[src/rtl/srx_pkg.sv]
package srx_pkg;

    localparam int OVS    = 16;
    localparam int SMP_W  = $clog2(OVS);
    localparam int VOTE_A = 6;
    localparam int VOTE_B = 7;
    localparam int VOTE_C = 8;

    localparam logic [1:0] A_CTRL = 2'd0;
    localparam logic [1:0] A_DIV  = 2'd1;
    localparam logic [1:0] A_STAT = 2'd2;
    localparam logic [1:0] A_DATA = 2'd3;

    localparam int CB_PORT = 0;
    localparam int CB_CONT = 1;
    localparam int CB_NINE = 2;
    localparam int CB_IRQ  = 3;
    localparam int CB_SYNC = 4;
    localparam int CB_FAST = 5;

    typedef enum logic [1:0] {
        RX_IDLE,
        RX_START,
        RX_DATA,
        RX_STOP
    } rx_state_t;

    typedef struct packed {
        logic       ferr;
        logic       ninth;
        logic [7:0] octet;
    } rx_entry_t;

endpackage

[src/rtl/srx_baud.sv]
module srx_baud #(
    parameter int DIV_W    = 8,
    parameter int SLOW_PRE = 4
) (
    input  logic             clk,
    input  logic             rst,
    input  logic             clr,
    input  logic [DIV_W-1:0] div,
    input  logic             fast,
    output logic             tick
);
    localparam int PRE_W = (SLOW_PRE > 1) ? $clog2(SLOW_PRE) : 1;
    localparam logic [PRE_W-1:0] PRE_SLOW_MAX = PRE_W'(SLOW_PRE - 1);

    logic [DIV_W-1:0] div_cnt_q;
    logic [PRE_W-1:0] pre_cnt_q;
    logic [PRE_W-1:0] pre_max;
    logic             div_wrap;

    always_comb begin
        pre_max  = fast ? '0 : PRE_SLOW_MAX;
        div_wrap = (div_cnt_q == div);
        tick     = div_wrap && (pre_cnt_q == pre_max) && !clr;
    end

    always_ff @(posedge clk) begin
        if (rst || clr) begin
            div_cnt_q <= '0;
            pre_cnt_q <= '0;
        end else if (div_wrap) begin
            div_cnt_q <= '0;
            if (pre_cnt_q >= pre_max) begin
                pre_cnt_q <= '0;
            end else begin
                pre_cnt_q <= pre_cnt_q + 1'b1;
            end
        end else begin
            div_cnt_q <= div_cnt_q + 1'b1;
        end
    end

endmodule

[src/rtl/srx_bitfsm.sv]
module srx_bitfsm
    import srx_pkg::*;
(
    input  logic       clk,
    input  logic       rst,
    input  logic       en,
    input  logic       nine,
    input  logic       rx_s,
    input  logic       tick,
    output logic       baud_clr,
    output logic       done,
    output logic [8:0] done_word,
    output logic       done_ferr
);
    rx_state_t        state_q, state_d;
    logic [SMP_W-1:0] samp_q;
    logic [3:0]       bit_q;
    logic [8:0]       shift_q;
    logic [1:0]       votes_q;
    logic             vote;
    logic             at_mid;
    logic             at_end;
    logic [3:0]       last_bit;

    always_comb begin
        vote     = (votes_q[0] & votes_q[1]) | (votes_q[0] & rx_s) | (votes_q[1] & rx_s);
        at_mid   = tick && (samp_q == SMP_W'(VOTE_C));
        at_end   = tick && (samp_q == SMP_W'(OVS - 1));
        last_bit = nine ? 4'd8 : 4'd7;
    end

    // state register
    always_ff @(posedge clk) begin
        if (rst) begin
            state_q <= RX_IDLE;
        end else begin
            state_q <= state_d;
        end
    end

    // next state
    always_comb begin
        state_d = state_q;
        unique case (state_q)
            RX_IDLE: begin
                if (!rx_s) state_d = RX_START;
            end
            RX_START: begin
                if (at_mid && vote)  state_d = RX_IDLE;
                else if (at_end)     state_d = RX_DATA;
            end
            RX_DATA: begin
                if (at_end && (bit_q == last_bit)) state_d = RX_STOP;
            end
            RX_STOP: begin
                if (at_mid) state_d = RX_IDLE;
            end
            default: state_d = RX_IDLE;
        endcase
        if (!en) state_d = RX_IDLE;
    end

    // sample counter, votes and shift register
    always_ff @(posedge clk) begin
        if (rst) begin
            samp_q  <= '0;
            bit_q   <= '0;
            shift_q <= '0;
            votes_q <= '0;
        end else if (state_q == RX_IDLE) begin
            samp_q <= '0;
            bit_q  <= '0;
        end else if (tick) begin
            samp_q <= (samp_q == SMP_W'(OVS - 1)) ? '0 : samp_q + 1'b1;
            if (samp_q == SMP_W'(VOTE_A)) votes_q[0] <= rx_s;
            if (samp_q == SMP_W'(VOTE_B)) votes_q[1] <= rx_s;
            if (state_q == RX_DATA && samp_q == SMP_W'(VOTE_C)) begin
                shift_q <= {vote, shift_q[8:1]};
            end
            if (state_q == RX_DATA && samp_q == SMP_W'(OVS - 1)) begin
                bit_q <= bit_q + 1'b1;
            end
        end
    end

    // outputs
    always_comb begin
        baud_clr  = (state_q == RX_IDLE);
        done      = (state_q == RX_STOP) && at_mid && en;
        done_ferr = !vote;
        done_word = nine ? shift_q : {1'b0, shift_q[8:1]};
    end

endmodule

[src/rtl/srx_buf.sv]
module srx_buf
    import srx_pkg::*;
#(
    parameter int DEPTH = 2
) (
    input  logic                       clk,
    input  logic                       rst,
    input  logic                       push,
    input  rx_entry_t                  wentry,
    input  logic                       pop,
    output rx_entry_t                  head,
    output logic [$clog2(DEPTH+1)-1:0] count
);
    localparam int PTR_W = (DEPTH > 1) ? $clog2(DEPTH) : 1;
    localparam int CNT_W = $clog2(DEPTH + 1);

    rx_entry_t        mem_q [DEPTH];
    logic [PTR_W-1:0] wr_q, rd_q;
    logic [CNT_W-1:0] cnt_q;
    logic             pop_ok, push_ok;

    always_comb begin
        pop_ok  = pop && (cnt_q != '0);
        push_ok = push && ((cnt_q != CNT_W'(DEPTH)) || pop_ok);
        head    = mem_q[rd_q];
        count   = cnt_q;
    end

    generate
        for (genvar g = 0; g < DEPTH; g++) begin : g_slot
            always_ff @(posedge clk) begin
                if (rst) begin
                    mem_q[g] <= '0;
                end else if (push_ok && wr_q == PTR_W'(g)) begin
                    mem_q[g] <= wentry;
                end
            end
        end
    endgenerate

    always_ff @(posedge clk) begin
        if (rst) begin
            wr_q  <= '0;
            rd_q  <= '0;
            cnt_q <= '0;
        end else begin
            if (push_ok) wr_q <= (wr_q == PTR_W'(DEPTH - 1)) ? '0 : wr_q + 1'b1;
            if (pop_ok)  rd_q <= (rd_q == PTR_W'(DEPTH - 1)) ? '0 : rd_q + 1'b1;
            if (push_ok && !pop_ok)      cnt_q <= cnt_q + 1'b1;
            else if (pop_ok && !push_ok) cnt_q <= cnt_q - 1'b1;
        end
    end

endmodule

[src/rtl/srx_top.sv]
module srx_top
    import srx_pkg::*;
#(
    parameter int DIV_W = 8,
    parameter int DEPTH = 2
) (
    input  logic       clk,
    input  logic       rst,
    input  logic       rx_in,
    input  logic       bus_wr,
    input  logic       bus_rd,
    input  logic [1:0] bus_addr,
    input  logic [7:0] bus_wdata,
    output logic [7:0] bus_rdata,
    output logic       irq_out
);
    localparam int CNT_W = $clog2(DEPTH + 1);

    logic             rx_meta_q, rx_s_q;
    logic [7:0]       ctrl_q;
    logic [DIV_W-1:0] div_q;
    logic             ovr_q;
    logic             rx_enable;
    logic             tick, baud_clr;
    logic             char_done, char_ferr;
    logic [8:0]       char_word;
    logic             pop_req;
    logic             rx_flag;
    rx_entry_t        new_entry, head;
    logic [CNT_W-1:0] buf_count;

    always_ff @(posedge clk) begin
        if (rst) begin
            rx_meta_q <= 1'b1;
            rx_s_q    <= 1'b1;
        end else begin
            rx_meta_q <= rx_in;
            rx_s_q    <= rx_meta_q;
        end
    end

    always_ff @(posedge clk) begin
        if (rst) begin
            ctrl_q <= '0;
            div_q  <= '0;
        end else if (bus_wr) begin
            if (bus_addr == A_CTRL) ctrl_q <= bus_wdata;
            if (bus_addr == A_DIV)  div_q  <= DIV_W'(bus_wdata);
        end
    end

    always_comb begin
        rx_enable = ctrl_q[CB_PORT] && ctrl_q[CB_CONT] && !ctrl_q[CB_SYNC] && !ovr_q;
        pop_req   = bus_rd && (bus_addr == A_DATA);
        rx_flag   = (buf_count != '0);
        irq_out   = rx_flag && ctrl_q[CB_IRQ];
        new_entry.ferr  = char_ferr;
        new_entry.ninth = char_word[8];
        new_entry.octet = char_word[7:0];
    end

    always_ff @(posedge clk) begin
        if (rst) begin
            ovr_q <= 1'b0;
        end else if (!ctrl_q[CB_CONT]) begin
            ovr_q <= 1'b0;
        end else if (char_done && buf_count == CNT_W'(DEPTH) && !pop_req) begin
            ovr_q <= 1'b1;
        end
    end

    srx_baud #(.DIV_W(DIV_W), .SLOW_PRE(4)) u_baud (
        .clk  (clk),
        .rst  (rst),
        .clr  (baud_clr),
        .div  (div_q),
        .fast (ctrl_q[CB_FAST]),
        .tick (tick)
    );

    srx_bitfsm u_fsm (
        .clk       (clk),
        .rst       (rst),
        .en        (rx_enable),
        .nine      (ctrl_q[CB_NINE]),
        .rx_s      (rx_s_q),
        .tick      (tick),
        .baud_clr  (baud_clr),
        .done      (char_done),
        .done_word (char_word),
        .done_ferr (char_ferr)
    );

    srx_buf #(.DEPTH(DEPTH)) u_buf (
        .clk    (clk),
        .rst    (rst),
        .push   (char_done),
        .wentry (new_entry),
        .pop    (pop_req),
        .head   (head),
        .count  (buf_count)
    );

    always_comb begin
        unique case (bus_addr)
            A_CTRL:  bus_rdata = ctrl_q;
            A_DIV:   bus_rdata = 8'(div_q);
            A_STAT:  bus_rdata = {4'b0, rx_flag, head.ferr & rx_flag, ovr_q, head.ninth & rx_flag};
            A_DATA:  bus_rdata = rx_flag ? head.octet : 8'h00;
            default: bus_rdata = 8'h00;
        endcase
    end

endmodule

[config.mk]
export PLATFORM = sky130hd
export DESIGN_NAME = srx_top
export DESIGN_NICKNAME = d
export VERILOG_FILES = /design/src/rtl/srx_pkg.sv /design/src/rtl/srx_baud.sv /design/src/rtl/srx_bitfsm.sv /design/src/rtl/srx_buf.sv /design/src/rtl/srx_top.sv
export SDC_FILE = /design/constraint.sdc
export NUM_CORES = 1
export LEC_CHECK = 0
export BUFFER_PORTS_ARGS = -buffer_cell sky130_fd_sc_hd__buf_4
export CAP_MARGIN = 20
export CORE_ASPECT_RATIO = 2
export CORE_UTILIZATION = 45
export CTS_CLUSTER_SIZE = 40
export DETAILED_ROUTE_END_ITERATION = 12
export PLACE_DENSITY = 0.63
export SYNTH_ARGS = -nofsm -noshare
export SYNTH_HDL_FRONTEND = slang
export SYNTH_HIERARCHICAL = 1
export SYNTH_SLANG_ARGS = --single-unit
[constraint.sdc]
create_clock -name clk -period 4.6 [get_ports clk]
set_clock_uncertainty 0.2 [all_clocks]
set_input_delay 0.46 -clock clk [delete_from_list [all_inputs] [get_ports clk]]
set_output_delay 0.46 -clock clk [all_outputs]
set_load 0.1 [all_outputs]
==> out/summary.txt, run 1 <==
status = completed
Fin. Hold Viols = 0
Post-synth EDFFs = 20
max-slew violation count = 0
Mapped Avg Cell Area = 10.05 um^2
H-tree levels = 3
fillers = 749
vias per cell = 5.380
Async SR Flop Fraction = 0
Max transition margin = 0.3604
post-synthesis sequential area ratio = 0.4481
Die Span X = 66.96 um
period utilisation layout = 0.6960
number of nets in the layout = 419
pin count of the biggest net entering global routing = 51
Slowest-stage cell, CP = or3_4
Initial Util = 0.4612
TritonCTS buffer count = 9
Worst VDD drop = 198.9 uV
synth top area cells = dfxtp_1, edfxtp_1, mux2i_1, nor2_1, mux2_2
crit start category = flop
FP Rows = 47
Post-Route WL = 7.945 mm
max_cap viols = 0
Worst-Skew Late Latency = 330 ps
Reg area = 0.001702 mm^2
cts hold-fix bufs = 0
HP Class = input port to flop
critical-path cell list = xnor2_1, nand4_2, nor4_1, buf_4, nand4b_4, nor2_1, inv_1, or3_4, or2b_1
dpl hpwl = 5.919 mm
I/O Pins = 24
die area = 0.008832 mm^2
Clock Sinks = 75
multi-input logic area = 0.001937 mm^2
DR pass1 iterations = 4
Synth Cell Area = 0.003797 mm^2
Sequential Power Share = 0.447
global route overflow = 0
Crit Path Max Fanout = 12
# resized after CTS = 0
final core occ = 0.5243
CP Class = flop to flop
Leak Pwr = 1.622 nW
Pwr per Cell Area = 363.1 mW/mm^2
setup slack at placement = 1393 ps
share of cells above drive strength 1 = 0.1950
commonest non-fill, non-tap cell in the layout = nor2_1
Register-to-Register Path Depth = 9
gpl congestion = 0.7319
number of global-route vias before repair = 2632
P&R area growth vs syn = 13.67%
dominant cell type by area after synthesis = dfxtp_1
top-area cell type share of the netlist area = 0.2900
final-report setup violation count = 0
Final min period = 3202 ps
initial antenna violation count = 0
Syn Inst Count = 378
Total GRT Usage = 0.1935
combinational power share = 0.054
post-CTS setup buffers = 0
worst hold endpoint = rx_meta_q
fin worst setup slack = 1398 ps
most frequent cells in the layout = nor2_1, dfxtp_1, mux2i_1
Post-DRT Antenna Nets = 0
YS warnings = 6
post-synthesis sequential element count = 75
NetSw = 319.7 uW
first-pass GRT wire length = 12.45 mm
Post-Place Cells = 483
Antenna Cells = 0
r2r setup slk = 1400 ps
Mapped Nets = 401
DRC errors left = 0
Post-Layout Cell Count = 498
synth unique cells = 57
CTS tree = done
worst r2r src = div_q[7]
die height = 131.9 um
wire per inst = 15.95 um
Clock Power Share = 0.499
Total Negative Setup Slacks = 0 ps
Worst EP required = 4390 ps
Int Pwr = 1.248 mW
reg2reg end = u_buf/mem_q[0][7]
Vias = 2679
Clock Tree Buf Depth = 2
Post-synth top flop = dfxtp_1
Worst-Margin Slew = 955.2 ps
Hold Path Origin = rx_in
setup repair after global routing missed its margin = false
Crit. End Element = flop
crit path DAT = 2990 ps
clock slew at reported path FFs = 50 ps
Switching Share = 0.2040
fmax = 0.3124 GHz
Min-Delay Path Depth = 2
CP max stage delay = 440 ps
Port Buffers = 23
Root Buffer = clkbuf_16
core area = 0.008233 mm^2
initial drt markers = 114
==> cells by family after synthesis <==
| logic type | after synthesis | synth area share |
|---|---|---|
| xor gates and xnor gates | 22 | 0.05074 |
| adders and majority gates | 9 | 0.02933 |
| buffers and inverters | 28 | 0.04184 |
| DFF | 75 | 0.4481 |
| AOI/OAI and AO/OA | 40 | 0.06953 |
| and+or+nand+nor | 149 | 0.2063 |
| muxes | 55 | 0.1542 |
==> metal layers <==
layer,up-vias,GRT usage,routed length [um],share of wire
met5,-,0,0,0
met4,0,0.08511,125,0.016
met3,11,0.03979,288,0.036
met2,48,0.3793,4713,0.59
met1,1270,0.1765,2817,0.35
li1,1350,-,-,-
==> synthesized netlist by cell type, types with 2 or more instances <==
library cell  count
xnor2_1          12
or2_2             3
inv_1            10
o21ai_0           9
buf_2             7
a211oi_1          4
nand4_2           2
o22a_1            2
dfxtp_1          55
nand4_1           3
buf_4             4
o21a_1            2
nand3b_1          2
and4_1            2
xor2_1           10
and2_1            2
o22ai_1           5
o21ai_1           2
nor2b_1           2
mux2i_1          36
nand2_1          19
edfxtp_1         20
nor3b_2           3
ha_1              8
nor2_1           73
a21oi_1           8
clkbuf_1          3
nand3_1           8
nand2b_1         13
nor3_1            2
mux2_2           18
buf_6             4
==> per-stage QoR <==
step	hold slack, ps	total power, mW	area, um^2
3_3_place_gp	195.8	0.7995	3986
2_1_floorplan	189.5	0.7750	3797
3_5_place_dp	197.1	0.8001	3986
5_1_grt	123.2	1.616	4317
4_1_cts	103.7	1.582	4317
6_report	115.8	1.568	4317
==> registers in the layout, indices dropped and copies added (netlist names), named ones only <==
name and count:
u_fsm/samp_q 4, rx_s_q 1, ctrl_q 8, u_buf/rd_q 1, u_fsm/votes_q 2, u_buf/count 2
u_buf/wr_q 1, u_baud/div_cnt_q 8, u_fsm/state_q 1, ovr_q 1, div_q 8, u_buf/mem_q 20
u_fsm/shift_q 9, u_fsm/bit_q 4, u_baud/pre_cnt_q 2, rx_meta_q 1
==> power by group through the flow <==
stage / clock, mW / sequential [mW] / combinational [mW]
floorplan: 0 / 0.710 / 0.0651
global placement: 0 / 0.714 / 0.0852
detailed placement: 0 / 0.715 / 0.0855
CTS: 0.795 / 0.700 / 0.0861
global route: 0.823 / 0.701 / 0.0915
finish: 0.782 / 0.700 / 0.0854
==> how the worst max path moves through the flow <==
stage                   endpoint        start  slack (ps)
3_5_place_dp   u_buf/mem_q[0][3]     div_q[7]        1390
6_report       u_buf/mem_q[0][7]     div_q[7]        1400
2_1_floorplan       bus_rdata[2]  bus_addr[0]        1010
4_1_cts        u_buf/mem_q[0][8]     div_q[7]        1360
5_1_grt        u_buf/mem_q[0][8]     div_q[7]        1100
3_3_place_gp   u_buf/mem_q[0][3]     div_q[7]        1440
==> critical path, delay by kind of cell (launching register included) <==
family	cells	cell delay [ps]
AND/OR/NAND/NOR	6	1730
flip-flops	1	360
buffers and inverters	2	300
XOR/XNOR	1	260
==> cell type report <==
type                       count  share of cell area
inverter                      10            0.008696
sequential                    75              0.3942
clock inverter                 6             0.02435
multi-input combinational    275              0.4487
timing repair buffer          25             0.04348
tap                           98             0.02841
clock buffer                   9             0.05217
Note: power is estimated with default switching activity, not from simulation.
==> run 2: changes to the inputs <==
--- a/config.mk
+++ b/config.mk
@@ -11,7 +11,7 @@
 export CORE_UTILIZATION = 45
 export CTS_CLUSTER_SIZE = 40
 export DETAILED_ROUTE_END_ITERATION = 12
-export PLACE_DENSITY = 0.63
+export PLACE_DENSITY = 0.65
 export SYNTH_ARGS = -nofsm -noshare
 export SYNTH_HDL_FRONTEND = slang
 export SYNTH_HIERARCHICAL = 1
==> constraint.sdc (replaced) <==
create_clock -name clk -period 2.9 [get_ports clk]
set_clock_uncertainty 0.2 [all_clocks]
set_input_delay 0.29 -clock clk [delete_from_list [all_inputs] [get_ports clk]]
set_output_delay 0.29 -clock clk [all_outputs]
set_load 0.1 [all_outputs]
==> run 2 against run 1 <==
Effect of this change:
- critical path depth up 1
- global-route usage up 0.77 points
- sequential power up 59%
- clock power up 51%
- core utilization up 2.8 points
- power up 56%
- via count up 3.1%
- die area unchanged
- register-to-register slack worse by 1200 ps
- non-clock buffer count up 22
- first-iteration DRC count down 7.0%
- highest routed layer unchanged
- worst setup slack worse by 1200 ps
==> out/summary.txt, run 2 (same netlist as run 1, synthesis figures left out) <==
M2 GR Usage = 0.3816
crit path DAT = 2570 ps
Clock Sinks = 75
Antenna Cells = 0
Crit. End Element = flop
most frequent cells in the layout = nor2_1, dfxtp_1, buf_4
multi-input logic area = 0.001999 mm^2
Initial Util = 0.4612
Port Buffers = 23
r2r setup slk = 170 ps
period utilisation layout = 0.9413
DR pass1 iterations = 4
wire per inst = 15.83 um
number of global-route vias before repair = 2779
placed cell areas = 0.004106 mm^2
Final min period = 2730 ps
Total Negative Setup Slacks = 0 ps
die area = 0.008832 mm^2
routing usage on met1 = 0.1851
final-report setup violation count = 0
initial antenna violation count = 0
commonest non-fill, non-tap cell in the layout = nor2_1
Fin. Hold Viols = 0
WHS = 8.928 ps
Leak Pwr = 1.733 nW
share of cells above drive strength 1 = 0.2530
worst r2r src = div_q[6]
worst hold endpoint = div_q[1]
I/O Pins = 24
first-pass GRT wire length = 12.99 mm
CP max stage delay = 370 ps
Worst EP required = 2740 ps
die height = 131.9 um
max-slew violation count = 0
fin area = 0.004551 mm^2
CTS tree = done
max reg flops = 20
initial drt markers = 106
global route overflow = 0
reg2reg end = u_buf/mem_q[0][1]
fin worst setup slack = 170.3 ps
Reg area = 0.001704 mm^2
Post-Route WL = 8.247 mm
gpl congestion = 0.7963
max_cap viols = 0
biggest regs = u_buf/mem_q x20, u_fsm/shift_q x9
crit start category = flop
Hold Path Origin = bus_wdata[1]
core area = 0.008233 mm^2
FP Rows = 47
Post-DRT Antenna Nets = 0
Total GRT Usage = 0.2013
cell mode on critical path = buf_4
setup slack at placement = 31.52 ps
Die Span X = 66.96 um
HP Class = input port to flop
Setup crit start = div_q[6]
final core occ = 0.5527
H-tree levels = 3
Largest Register = u_buf/mem_q
status = completed
vias per cell = 5.299
Clock Tree Buf Depth = 2
Worst-Skew Late Latency = 330 ps
Crit Path Max Fanout = 5
number of nets in the layout = 441
fmax = 0.3663 GHz
clock slew at reported path FFs = 60 ps
GR Util met3 = 0.04585
Min-Delay Path Depth = 3
P&R area growth vs syn = 19.84%
TritonCTS buffer count = 9
Worst VDD drop = 318.5 uV
fillers = 777
critical-path cell list = xnor2_2, nand4_2, nor4_1, buf_4, nand4b_4, nor2_2, inv_1, or3_4, or2b_1, buf_4
pin count of the biggest net entering global routing = 51
Worst-Margin Slew = 578.7 ps
Root Buffer = clkbuf_16
global routing's busiest layer = met2
Slowest-stage cell, CP = or3_4
CP Class = flop to flop
Max transition margin = 0.6032
Pwr per Cell Area = 536.6 mW/mm^2
DRC errors left = 0
dpl hpwl = 6.079 mm
Register-to-Register Path Depth = 10
Vias = 2761
-- run 2: changes by cell type in the layout (fill, tap and decap cells not counted), moves of 4 or more --
cell and change:
xnor2_2 +8, dlygate4sd3_1 +4, buf_4 +18, xnor2_1 -8
-- run 2: area by class of cell --
class                           instances  area share
Sequential cell                        75      0.3745
Timing Repair Buffer                   47     0.07974
Clock inverter                          3    0.009348
Tap cell                               98     0.02695
Clock buffer                           13     0.06186
Inverter                               10    0.008249
Multi-Input combinational cell        275      0.4394
-- run 2: worst max-delay path: cells and delay by family, from the launching register on --
family	cells	cell delay (ps)
AND/OR/NAND/NOR	6	1270
buffers and inverters	3	410
XOR/XNOR	1	220
flip-flops	1	350
-- run 2: power breakdown --
part           internal (mW)  switching [mW]
registers               1.10          0.0145
logic                 0.0653          0.0881
clock network          0.764           0.414
total                   1.93           0.517
-- run 2: through the flow --
step | total power, mW | instances
6_report | 2.442 | 521
5_1_grt | 2.518 | 521
3_5_place_dp | 1.279 | 499
2_1_floorplan | 1.229 | 378
3_3_place_gp | 1.277 | 499
4_1_cts | 2.464 | 519
-- run 2: worst max-delay path by stage --
stage / end / slack [ps] / cells past startpoint
after floorplan: u_buf/mem_q[0][0] / 90 / 9
after global routing: u_buf/count[1] / -8 / 11
final: u_buf/mem_q[0][1] / 170 / 10
after CTS: u_buf/mem_q[0][5] / 60 / 10
after global placement: u_buf/mem_q[0][9] / 60 / 10
after detailed placement: u_buf/mem_q[0][7] / 30 / 10
-- run 2: timing repair --
item | 4_1_cts | 5_1_grt
hold buffers | 4 | 0
hold endpoints to repair | 4 | 0
resized for setup | 1 | 10
endpoints found under the setup margin | 1 | 11
setup buffers | 0 | 2
-- run 2: layer usage --
metal / wire [um] / part of all wire
met5: 0 / 0
met4: 233 / 0.028
met3: 219 / 0.027
met2: 4785 / 0.58
met1: 3009 / 0.36
==> run 3: changes to the inputs <==
--- a/config.mk
+++ b/config.mk
@@ -5,8 +5,8 @@
 export SDC_FILE = /design/constraint.sdc
 export NUM_CORES = 1
 export LEC_CHECK = 0
-export BUFFER_PORTS_ARGS = -buffer_cell sky130_fd_sc_hd__buf_4
-export CAP_MARGIN = 20
+export BUFFER_PORTS_ARGS = -buffer_cell sky130_fd_sc_hd__buf_2
+export CAP_MARGIN = 5
 export CORE_ASPECT_RATIO = 2
 export CORE_UTILIZATION = 45
 export CTS_CLUSTER_SIZE = 40
==> run 3 against run 2 <==
Effect of this change:
- sequential power about the same
- critical endpoint is now u_buf/mem_q[0][2]
- largest cell class unchanged
- flip-flop and latch count is the same
- clock power about the same
- non-clock buffer count increased by 1
- worst hold slack better by 7.6 ps
==> out/summary.txt, run 3 (same netlist as run 1, synthesis figures left out) <==
Register-to-Register Path Depth = 10
DR pass1 iterations = 4
Antenna Cells = 0
Leak Pwr = 1.722 nW
last element of the critical path = u_buf/mem_q[0][2]
reg2reg end = u_buf/mem_q[0][2]
FP Rows = 47
Fin. Hold Viols = 0
period utilisation layout = 0.9533
worst r2r src = div_q[6]
share of cells above drive strength 1 = 0.2453
number of global-route vias before repair = 2857
Root Buffer = clkbuf_16
Setup crit start = div_q[6]
global route overflow = 0
crit start category = flop
max reg flops = 20
I/O Pins = 24
Crit Path Max Fanout = 5
pin count of the biggest net entering global routing = 42
commonest non-fill, non-tap cell in the layout = nor2_1
DRC errors left = 0
fmax = 0.3617 GHz
Worst-Skew Late Latency = 340 ps
Port Buffers = 23
max_cap viols = 0
vias per cell = 5.358
Worst VDD drop = 296.0 uV
number of nets in the layout = 442
Vias = 2797
CP Class = flop to flop
Total Negative Setup Slacks = 0 ps
Largest Register = u_buf/mem_q
Worst-Margin Slew = 676.1 ps
initial drt markers = 95
Post-DRT Antenna Nets = 0
CTS tree = done
core area = 0.008233 mm^2
Max transition margin = 0.5493
setup repair after global routing missed its margin = false
die height = 131.9 um
crit path DAT = 2620 ps
clock slew at reported path FFs = 60 ps
Total GRT Usage = 0.2032
Worst EP required = 2750 ps
gpl congestion = 0.7818
r2r setup slk = 140 ps
first-pass GRT wire length = 13.23 mm
die area = 0.008832 mm^2
final-report setup violation count = 0
Initial Util = 0.4612
TritonCTS buffer count = 9
wire per inst = 15.38 um
status = completed
max-slew violation count = 0
WHS = 16.49 ps
Post-Route WL = 8.026 mm
total power = 2.447 mW
Final min period = 2765 ps
Post-Layout Cell Count = 522
biggest regs = u_buf/mem_q x20, u_fsm/shift_q x9
Die Span X = 66.96 um
Pwr per Cell Area = 548.1 mW/mm^2
initial antenna violation count = 0
post-CTS setup buffers = 0
Clock Tree Buf Depth = 2
P&R area growth vs syn = 17.56%
fillers = 754
Post-Place Cells = 504
H-tree levels = 3
dpl hpwl = 6.109 mm
HP Class = input port to flop
Crit. End Element = flop
most frequent cells in the layout = nor2_1, dfxtp_1, mux2i_1
Clock Sinks = 75
==> run 3: repair_timing <==
item,4_1_cts,5_1_grt
endpoints found under the setup margin,10,11
resized for setup,1,3
hold endpoints to repair,2,0
hold buffers,2,0
==> run 3: worst max-delay path: stages, from the launching register on <==
cell,delay (ps)
dfxtp_1,340
xnor2_1,250
nand4_2,150
nor4_1,290
buf_4,180
nand4b_4,110
nor2_2,170
inv_1,90
or3_4,370
or2b_1,190
buf_4,150
==> run 3: report_power, final <==
part           internal, mW  leakage (nW)  switching, mW  total, mW
Sequential             1.10         0.634         0.0122       1.11
Clock                 0.768         0.160          0.427       1.19
Combinational        0.0573         0.928         0.0865      0.144
==> run 3: per-stage QoR <==
step                utilization  worst slack [ps]  instance area (um^2)
floorplan                     -             86.93                  3797
global placement         0.4964             50.33                  4086
detailed placement       0.4964             50.55                  4086
CTS                      0.5401             5.413                  4447
global route             0.5422            0.2640                  4464
finish                   0.5422             135.3                  4464
==> run 3: final cells by class <==
class	instances	area, um^2	area share
tap	98	122.6	0.02747
inverter	10	37.54	0.008408
sequential	75	1702	0.3812
clock buffer	12	277.8	0.06222
timing repair buffer	48	307.8	0.06895
multi-input combinational	275	1962	0.4395
clock inverter	4	55.05	0.01233
==> run 3: worst min path at each step <==
| stage | from | endpoint | slack (ps) | cells after the start |
|---|---|---|---|---|
| 2_1_floorplan | rst | u_fsm/votes_q[0] | 160 | 1 |
| 3_3_place_gp | rx_meta_q | rx_s_q | 190 | 1 |
| 3_5_place_dp | rx_meta_q | rx_s_q | 190 | 1 |
| 4_1_cts | bus_wdata[7] | div_q[7] | 10 | 3 |
| 5_1_grt | bus_wdata[4] | div_q[4] | 30 | 3 |
| 6_report | bus_wdata[7] | ctrl_q[7] | 20 | 3 |
==> run 3: per-layer routing <==
layer  track usage  part of all wire  vias up
met5             0                 0        -
met4        0.1017             0.040        0
met3       0.04758             0.027       20
met2        0.3895              0.58       38
met1        0.1847              0.35     1342
li1              -                 -     1397
